## config.mk

```make
export PLATFORM = sky130hd
export DESIGN_NAME = drv_imp_cal
export DESIGN_NICKNAME = d
export VERILOG_FILES = /design/src/rtl/drv_imp_pkg.sv /design/src/rtl/imp_eval_timer.sv /design/src/rtl/imp_settle_counter.sv /design/src/rtl/imp_step_fsm.sv /design/src/rtl/drv_imp_cal.sv
export SDC_FILE = /design/constraint.sdc
export NUM_CORES = 1
export LEC_CHECK = 0
export BUFFER_PORTS_ARGS = -buffer_cell sky130_fd_sc_hd__buf_2
export CORE_UTILIZATION = 57
export CTS_CLUSTER_SIZE = 25
export DETAILED_ROUTE_END_ITERATION = 10
export GPL_TIMING_DRIVEN = 0
export PLACE_DENSITY_LB_ADDON = 0.3
export SYNTH_ARGS = -nofsm -noshare
export SYNTH_HDL_FRONTEND = slang
export SYNTH_SLANG_ARGS = --single-unit
export TNS_END_PERCENT = 100
```

## constraint.sdc

```tcl
create_clock -name clk -period 2.1 [get_ports clk]
set_input_delay 0.105 -clock clk [delete_from_list [all_inputs] [get_ports clk]]
set_output_delay 0.105 -clock clk [all_outputs]
set_load 0.005 [all_outputs]
```

## src/rtl/drv_imp_pkg.sv

```systemverilog
package drv_imp_pkg;

    typedef enum logic [1:0] {
        ST_IDLE    = 2'd0,
        ST_PEND_UP = 2'd1,
        ST_PEND_DN = 2'd2,
        ST_FORCED  = 2'd3
    } cal_state_t;

    localparam logic [1:0] CMP_STEP_UP = 2'b01;
    localparam logic [1:0] CMP_STEP_DN = 2'b10;

endpackage

```

## src/rtl/imp_eval_timer.sv

```systemverilog
module imp_eval_timer #(
    parameter int PERIOD = 32
) (
    input  logic clk,
    input  logic rst_n,
    output logic eval_tick
);
    localparam int TW = (PERIOD > 1) ? $clog2(PERIOD) : 1;
    localparam logic [TW-1:0] LAST = TW'(PERIOD - 1);
    localparam bit POW2 = ((PERIOD & (PERIOD - 1)) == 0);

    logic [TW-1:0] cnt_q;

    assign eval_tick = (cnt_q == LAST);

    generate
        if (POW2) begin : g_wrap
            // power-of-two period: the counter wraps by itself
            always_ff @(posedge clk or negedge rst_n) begin
                if (!rst_n) cnt_q <= '0;
                else        cnt_q <= cnt_q + TW'(1);
            end
        end else begin : g_cmp
            always_ff @(posedge clk or negedge rst_n) begin
                if (!rst_n)         cnt_q <= '0;
                else if (eval_tick) cnt_q <= '0;
                else                cnt_q <= cnt_q + TW'(1);
            end
        end
    endgenerate
endmodule

```

## src/rtl/imp_settle_counter.sv

```systemverilog
module imp_settle_counter #(
    parameter int LIMIT = 1024
) (
    input  logic clk,
    input  logic rst_n,
    input  logic count_en,
    output logic settled
);
    localparam int SW = $clog2(LIMIT + 1);
    localparam logic [SW-1:0] LIMIT_C = SW'(LIMIT);

    logic [SW-1:0] cnt_q;

    assign settled = (cnt_q == LIMIT_C);

    always_ff @(posedge clk or negedge rst_n) begin
        if (!rst_n)                    cnt_q <= '0;
        else if (count_en && !settled) cnt_q <= cnt_q + SW'(1);
    end
endmodule

```

## src/rtl/imp_step_fsm.sv

```systemverilog
module imp_step_fsm
    import drv_imp_pkg::*;
#(
    parameter int CODE_W     = 5,
    parameter int CODE_MIN   = 0,
    parameter int CODE_MAX   = 31,
    parameter int RESET_CODE = 16
) (
    input  logic              clk,
    input  logic              rst_n,
    input  logic              eval_tick,
    input  logic [1:0]        cmp_dir,
    input  logic              hiz_now,
    input  logic              force_min,
    output logic [CODE_W-1:0] drv_code
);
    localparam logic [CODE_W-1:0] MIN_C = CODE_W'(CODE_MIN);
    localparam logic [CODE_W-1:0] MAX_C = CODE_W'(CODE_MAX);
    localparam logic [CODE_W-1:0] RST_C = CODE_W'(RESET_CODE);

    cal_state_t        state_q, state_d;
    logic [CODE_W-1:0] code_q;
    cal_state_t        decision;
    logic              can_up, can_dn;

    assign can_up = (code_q < MAX_C);
    assign can_dn = (code_q > MIN_C);

    // evaluation result, saturation checked against the current code
    always_comb begin
        if (cmp_dir == CMP_STEP_UP && can_up)      decision = ST_PEND_UP;
        else if (cmp_dir == CMP_STEP_DN && can_dn) decision = ST_PEND_DN;
        else                                       decision = ST_IDLE;
    end

    // state register
    always_ff @(posedge clk or negedge rst_n) begin
        if (!rst_n) state_q <= ST_IDLE;
        else        state_q <= state_d;
    end

    // transitions
    always_comb begin
        state_d = state_q;
        unique case (state_q)
            ST_FORCED: begin
                if (!force_min) state_d = ST_IDLE;   // force release
            end
            ST_IDLE, ST_PEND_UP, ST_PEND_DN: begin
                if (force_min) begin
                    state_d = ST_FORCED;             // force entry
                end else begin
                    if (hiz_now) state_d = ST_IDLE;  // hiz apply
                    if (eval_tick) state_d = decision; // evaluation load
                end
            end
        endcase
    end

    // outputs: code register stepped only on high-impedance edges
    always_ff @(posedge clk or negedge rst_n) begin
        if (!rst_n) begin
            code_q <= RST_C;
        end else if (hiz_now && !force_min) begin
            unique case (state_q)
                ST_PEND_UP: if (can_up) code_q <= code_q + CODE_W'(1);
                ST_PEND_DN: if (can_dn) code_q <= code_q - CODE_W'(1);
                ST_IDLE, ST_FORCED: ;
            endcase
        end
    end

    assign drv_code = (state_q == ST_FORCED) ? MIN_C : code_q;
endmodule

```

## src/rtl/drv_imp_cal.sv

```systemverilog
module drv_imp_cal #(
    parameter int CODE_W        = 5,
    parameter int CODE_MIN      = 0,
    parameter int CODE_MAX      = 31,
    parameter int RESET_CODE    = 16,
    parameter int EVAL_PERIOD   = 32,
    parameter int SETTLE_CYCLES = 1024
) (
    input  logic              clk,
    input  logic              rst_n,
    input  logic [1:0]        cmp_dir,
    input  logic              hiz_now,
    input  logic              op_read,
    input  logic              force_min,
    output logic [CODE_W-1:0] drv_code,
    output logic              cal_settled
);
    logic eval_tick;

    imp_eval_timer #(.PERIOD(EVAL_PERIOD)) u_timer (
        .clk       (clk),
        .rst_n     (rst_n),
        .eval_tick (eval_tick)
    );

    imp_step_fsm #(
        .CODE_W     (CODE_W),
        .CODE_MIN   (CODE_MIN),
        .CODE_MAX   (CODE_MAX),
        .RESET_CODE (RESET_CODE)
    ) u_fsm (
        .clk       (clk),
        .rst_n     (rst_n),
        .eval_tick (eval_tick),
        .cmp_dir   (cmp_dir),
        .hiz_now   (hiz_now),
        .force_min (force_min),
        .drv_code  (drv_code)
    );

    imp_settle_counter #(.LIMIT(SETTLE_CYCLES)) u_settle (
        .clk      (clk),
        .rst_n    (rst_n),
        .count_en (!op_read),
        .settled  (cal_settled)
    );
endmodule

```

# --- After elaboration in Yosys (flattened, before gate mapping) ---
# Cells that the tools add are included.
totals:
  register_bits: 23
  inputBits: 7
  elab_cells: 44
op_classes:
  add_sub_neg: 4
  n_lt_le_gt_ge: 2
  eq_ne: 11
  n_mux: 11
  reduce_logical: 12
ops:
  columns: ["op", "count"]
  rows:
  - ["$mux W5", 3]
  - ["$mux W2", 6]
  - ["$add A11 B1 Y11 const B", 1]
  - ["$eq A11 B11 Y1 const B", 1]
  - ["$add A5 B1 Y5 const B", 2]
  - ["$pmux W5 S2", 1]
  - ["$eq A2 B2 Y1 const B", 3]
  - ["$eq A5 B5 Y1 const B", 1]
  - ["$gt A5 B1 Y1 const B", 1]
  - ["$lt A5 B5 Y1 const B", 1]
  - ["$sub A5 B1 Y5 const B", 1]
  - ["$eq A2 B1 Y1 const B", 2]
  - ["$logic_and A1 B1 Y1", 4]
  - ["$ne A2 B1 Y1 const B", 2]
  - ["$ne A4 B4 Y1 const B", 1]
  - ["$pmux W2 S2", 1]
  - ["$reduce_and A4 Y1", 1]
  - ["$logic_not A1 Y1", 3]
  - ["$reduce_or A3 Y1", 1]
  - ["$logic_not A2 Y1", 1]
  - ["$ne A2 B2 Y1 const B", 1]
  - ["$reduce_and A2 Y1", 1]
  - ["$reduce_bool A2 Y1", 1]

# --- Logic depth before layout (Yosys ltp) ---
logic_depth:
  depth_word: 7
  ltp_mapped: 9
  depth_no_buf: 9

# --- Hierarchy ---
# From an unflattened synthesis, not the netlist that was laid out.
unflattened:
  cells_unflattened: 115
  area_unflattened_um2: 1280.0
by_module_without_submodules:
  columns: ["module", "n_inst", "cells_per_inst", "area_per_inst_um2", "seq_area_each_um2"]
  rows:
  - ["imp_settle_counter", 1, 50, 569.3, 275.3]
  - ["imp_step_fsm", 1, 52, 523.0, 176.4]
  - ["imp_eval_timer", 1, 12, 183.9, 125.1]
  - ["drv_imp_cal", 1, 1, 3.8, 0.0]

# --- Worst setup path before layout ---
# Ideal clock, no wire load.
synth_timing:
  kind: "reg-to-reg"
  start: "reg u_fsm.state_q[0]"
  end: "reg u_fsm.code_q[4]"
  t_arrival_ns: 1.824
  required_time_ns: 2.025
  slack_ns: 0.201
  path_stages_with_launch: 10
  path_buffers: 0
  period_less_slack_ns: 1.899
  cell_sequence: "dfrtp_1 inv_1 ha_1 inv_1 fa_1 nand2b_1 a21oi_1 xnor2_1 nand2_1 xnor2_1"
synth_via:
  elab_chain_len: 3
synth_lines:
  columns: ["item", "line_no", "rtl"]
  rows:
  - ["start, declared", "imp_step_fsm.sv:21", "cal_state_t state_q, state_d;"]
  - ["start signal, assigned", "imp_step_fsm.sv:39", "else state_q <= state_d;"]
  - ["$eq A2 B2 Y1 / $eq A2 B1 Y1 (equally long branches)", "imp_step_fsm.sv:65", "unique case (state_q)"]
  - ["$ne A2 B1 Y1 (no source line) / $reduce_bool A2 Y1 (equally long branches)", null, null]
  - ["$reduce_and A4 Y1 (no source line)", null, null]
  - ["end signal, assigned", "imp_step_fsm.sv:66", "ST_PEND_UP: if (can_up) code_q <= code_q + CODE_W'(1);"]
  - ["end signal, assigned", "imp_step_fsm.sv:67", "ST_PEND_DN: if (can_dn) code_q <= code_q - CODE_W'(1);"]
  - ["end, declared", "imp_step_fsm.sv:22", "logic [CODE_W-1:0] code_q;"]
# Several ways; a longest one is shown, not always the timed one.
# A chain may end at the register's enable or synchronous reset.

# --- Final worst setup path ---
# Ends and elaborated chain as after synthesis.

==> results.md <==
* Total die area at roughly 2400 um2
* Clock sink count at 23
* Async SR Flop Fraction at 1.000
* Drt first-iter violations at 7
* Final hold violations at 0
* TritonCTS buffer count at 3
* Final hold slack at 114.2 ps
* Ys Warns at 0
* WP data arrival at between 2000 and 2500 ps
* Max clock buf depth at 2
* Setup crit end kind: flip-flop
* Reg-to-Reg Start: u_fsm.state_q[0]
* Syn_nets at approximately 140
* Busiest grt layer: met2
* Vias per cell at between 5 and 6
* Register area share after synthesis at 0.4647
* CTS tree: yes
* Final wirelength at 2.079 mm
* Max frequency at about 0.51 GHz
* Initial antenna violation count at 0
* Worst vdd ir at slightly below 0.9 mV
* Area added between synthesis and finish at 11.59%
* Post-Syn Area at 1241 um2
* WS Path Type: flip-flop to flip-flop
* Antenna diodes at 0
* First-pass detailed-route iteration total at 4
* Vias at 880
* CP max stage cell: dfrtp_1
* Leak pwr at between 0.6 and 0.7 nW
* Bufs and invs on worst path at 2
* Per-cell routed wire length at 12.91 um
* RR Endpoint: u_fsm.code_q[4]
* Cell breakdown of the critical path: inv_2 > ha_4 > inv_1 > fa_1 > nand2b_1 > a21oi_1 > xnor2_1 > nand2_1 > xnor2_1
* Flops & latches, synth at 23
* End of the critical path: u_fsm.code_q[4]
* Total power at 1.716 mW
* CP Launch Type: flip-flop
* Number of synthesized flops with an enable pin at 0
* CP required at between 2000 and 2500 ps
* Number of distinct library cells after synthesis at 30
* Total track usage at 0.1942
* Port bufs at 12
* Cell row count at 16
* Layout Utilization at 0.6919
* Reg2reg path depth at 9
* GR Layer Usage met2 at 0.3519
* Period utilisation layout at 0.9344
* Cell count along the critical path at 9
* Final Max Tran Viols at 0
* R2R setup slack at 140 ps
* Root Driver: clkbuf_4
* TNS Setup at 0 ps
* CORE AREA at ~2000 um2
* Main synth FF type: dfrtp_1
* First-pass GRT wire length at around 3.5 mm
* Layout cells sized above 1 at 0.1716
* Max Cap Viol at 0
* Placer Congestion at ~0.74
* CP dominant cell by count: xnor2_1
* Fin nets at ~150
* Largest fanout on the critical path at 5
* CP top delay family: adder cells
* Met1 usage in global routing at 0.2303
* Die X at 48.67 um
* Avg Cell Area, Syn at 10.61 um2
* Post-CTS setup buffer count at 0
* Slew headroom at 0.6713
* Worst clock skew at 6.041 ps
* Grt total ovfl at 0
* Unrepaired setup endpoints after global routing: no
* Vias in the first global route at between 800 and 900
* Post-route ant nets at 0
* HP Class: input port to flip-flop
* Post-DP HPWL at about 1.6 mm
* Syn Inst Count at approximately 120
* Clock transition at the registers of the reported paths at 130 ps
* Starting density of the core at 0.6200
* Final min period at 1962 ps
* Critical Path Start: u_fsm.state_q[0]
* Clk Latency, worst-skew pair at 310 ps
* Io pins at 13
* Status: finished, final reports clean
* Chip height at approximately 50 um
* Actual slew at the worst max-slew pin at between 400 and 500 ps
* Placed cells at 156
* FILL cells at around 160
* H-Tree Depth at 1
* M3 GR Usage at 0.02830
* Pwr dens at roughly 1200 nW/um2
* Non-Filler Instances at ~160
* Largest net degree at the start of global routing at 24
* DRC Markers at 0
* Slowest stage delay, CP at roughly 440 ps
* Final setup fails at 0
where the power goes:
| part | leakage [nW] | internal, mW | switching, mW |
|---|---|---|---|
| Clock | 0.0177 | 0.0711 | 0.133 |
| Sequential | 0.278 | 0.577 | 0.156 |
| Combinational | 0.374 | 0.392 | 0.388 |
stage by stage:
stage	setup WS (ps)	area [um2]
3_5_place_dp	-8.254	1335
6_report	137.8	1385
4_1_cts	47.41	1375
5_1_grt	17.35	1385
3_3_place_gp	77.50	1335
2_1_floorplan	200.6	1241
flip-flops by register name (all words and copies together), names as in the netlist:
signal,cells
u_fsm.code_q,5
u_settle.cnt_q,11
u_timer.cnt_q,5
u_fsm.state_q,2
cell usage in the layout (no fill, tap or decap), types with 2 or more instances in the layout:
cell type and count:
xnor2_1 11, o22ai_1 2, a21oi_1 2, inv_1 11, nor2_1 9, buf_2 12
o21ai_0 2, dfrtp_1 22, ha_1 9, nand2b_1 2, nor2b_1 2, and3_1 2
nor4_1 3, xor2_1 5, clkbuf_4 3, nand2_1 7, nor3_1 4, nand4_1 4
nand3_1 5
worst min-delay path by stage:
stage                from                 to  slack, ps  cells after the start
3_5_place_dp        rst_n  u_settle.cnt_q[0]        100                      1
5_1_grt        cmp_dir[1]   u_fsm.state_q[0]        120                      3
2_1_floorplan       rst_n    u_fsm.code_q[0]       -190                      0
6_report          op_read  u_settle.cnt_q[5]        110                      3
3_3_place_gp        rst_n  u_settle.cnt_q[0]         90                      1
4_1_cts           op_read  u_settle.cnt_q[5]        110                      3
Yosys cell counts (all sizes together), types with 2 or more instances:
library cell | n | share of area
a21oi | 2 | 0.0081
o21ai | 2 | 0.0081
o22ai | 2 | 0.010
dfrtp | 22 | 0.44
ha | 10 | 0.10
xnor2 | 11 | 0.078
nand2 | 7 | 0.021
xor2 | 5 | 0.035
nor2 | 10 | 0.032
nor4 | 3 | 0.015
and3 | 2 | 0.010
nor3 | 4 | 0.016
nand4 | 4 | 0.020
nand3 | 5 | 0.020
inv | 12 | 0.036
nand2b | 2 | 0.010
nor2b | 2 | 0.010
worst min-delay path, stage by stage:
cell and delay, ps:
buf_2 110, nor3b_1 60, xor2_1 110
area by class of cell:
cell class	count	area [um2]	share of cell area
multi-input cells	82	631.9	0.4562
flip-flops and latches	23	576.8	0.4164
repair buffers	13	70.07	0.05059
inverters	12	45.04	0.03252
well taps	27	33.78	0.02439
clock buffers	3	22.52	0.01626
clock inverters	1	5.005	0.003613
logic make-up (layout without fill, tap and decap cells):
| family | Yosys count | in the layout | synth area share |
|---|---|---|---|
| and+or+nand+nor | 44 | 44 | 0.1875 |
| DFF | 23 | 23 | 0.4647 |
| xor gates and xnor gates | 16 | 16 | 0.1129 |
| buffers and inverters | 12 | 29 | 0.03629 |
| adders and majority gates | 11 | 11 | 0.1169 |
| AOI/OAI and AO/OA | 9 | 9 | 0.06150 |
| muxes | 2 | 2 | 0.02016 |
layer usage:
metal	wire length, um	up-vias
met5	0	-
met4	28	0
met3	37	6
met2	1049	16
met1	964	422
li1	-	436
timing repair:
| action | in CTS | in global routing |
|---|---|---|
| endpoints found under the hold margin | 22 | 0 |
| gates resized for setup | 1 | 2 |
| endpoints found under the setup margin | 1 | 1 |
| hold buffers | 1 | 0 |
No activity file was read; power rests on OpenSTA's default activity.
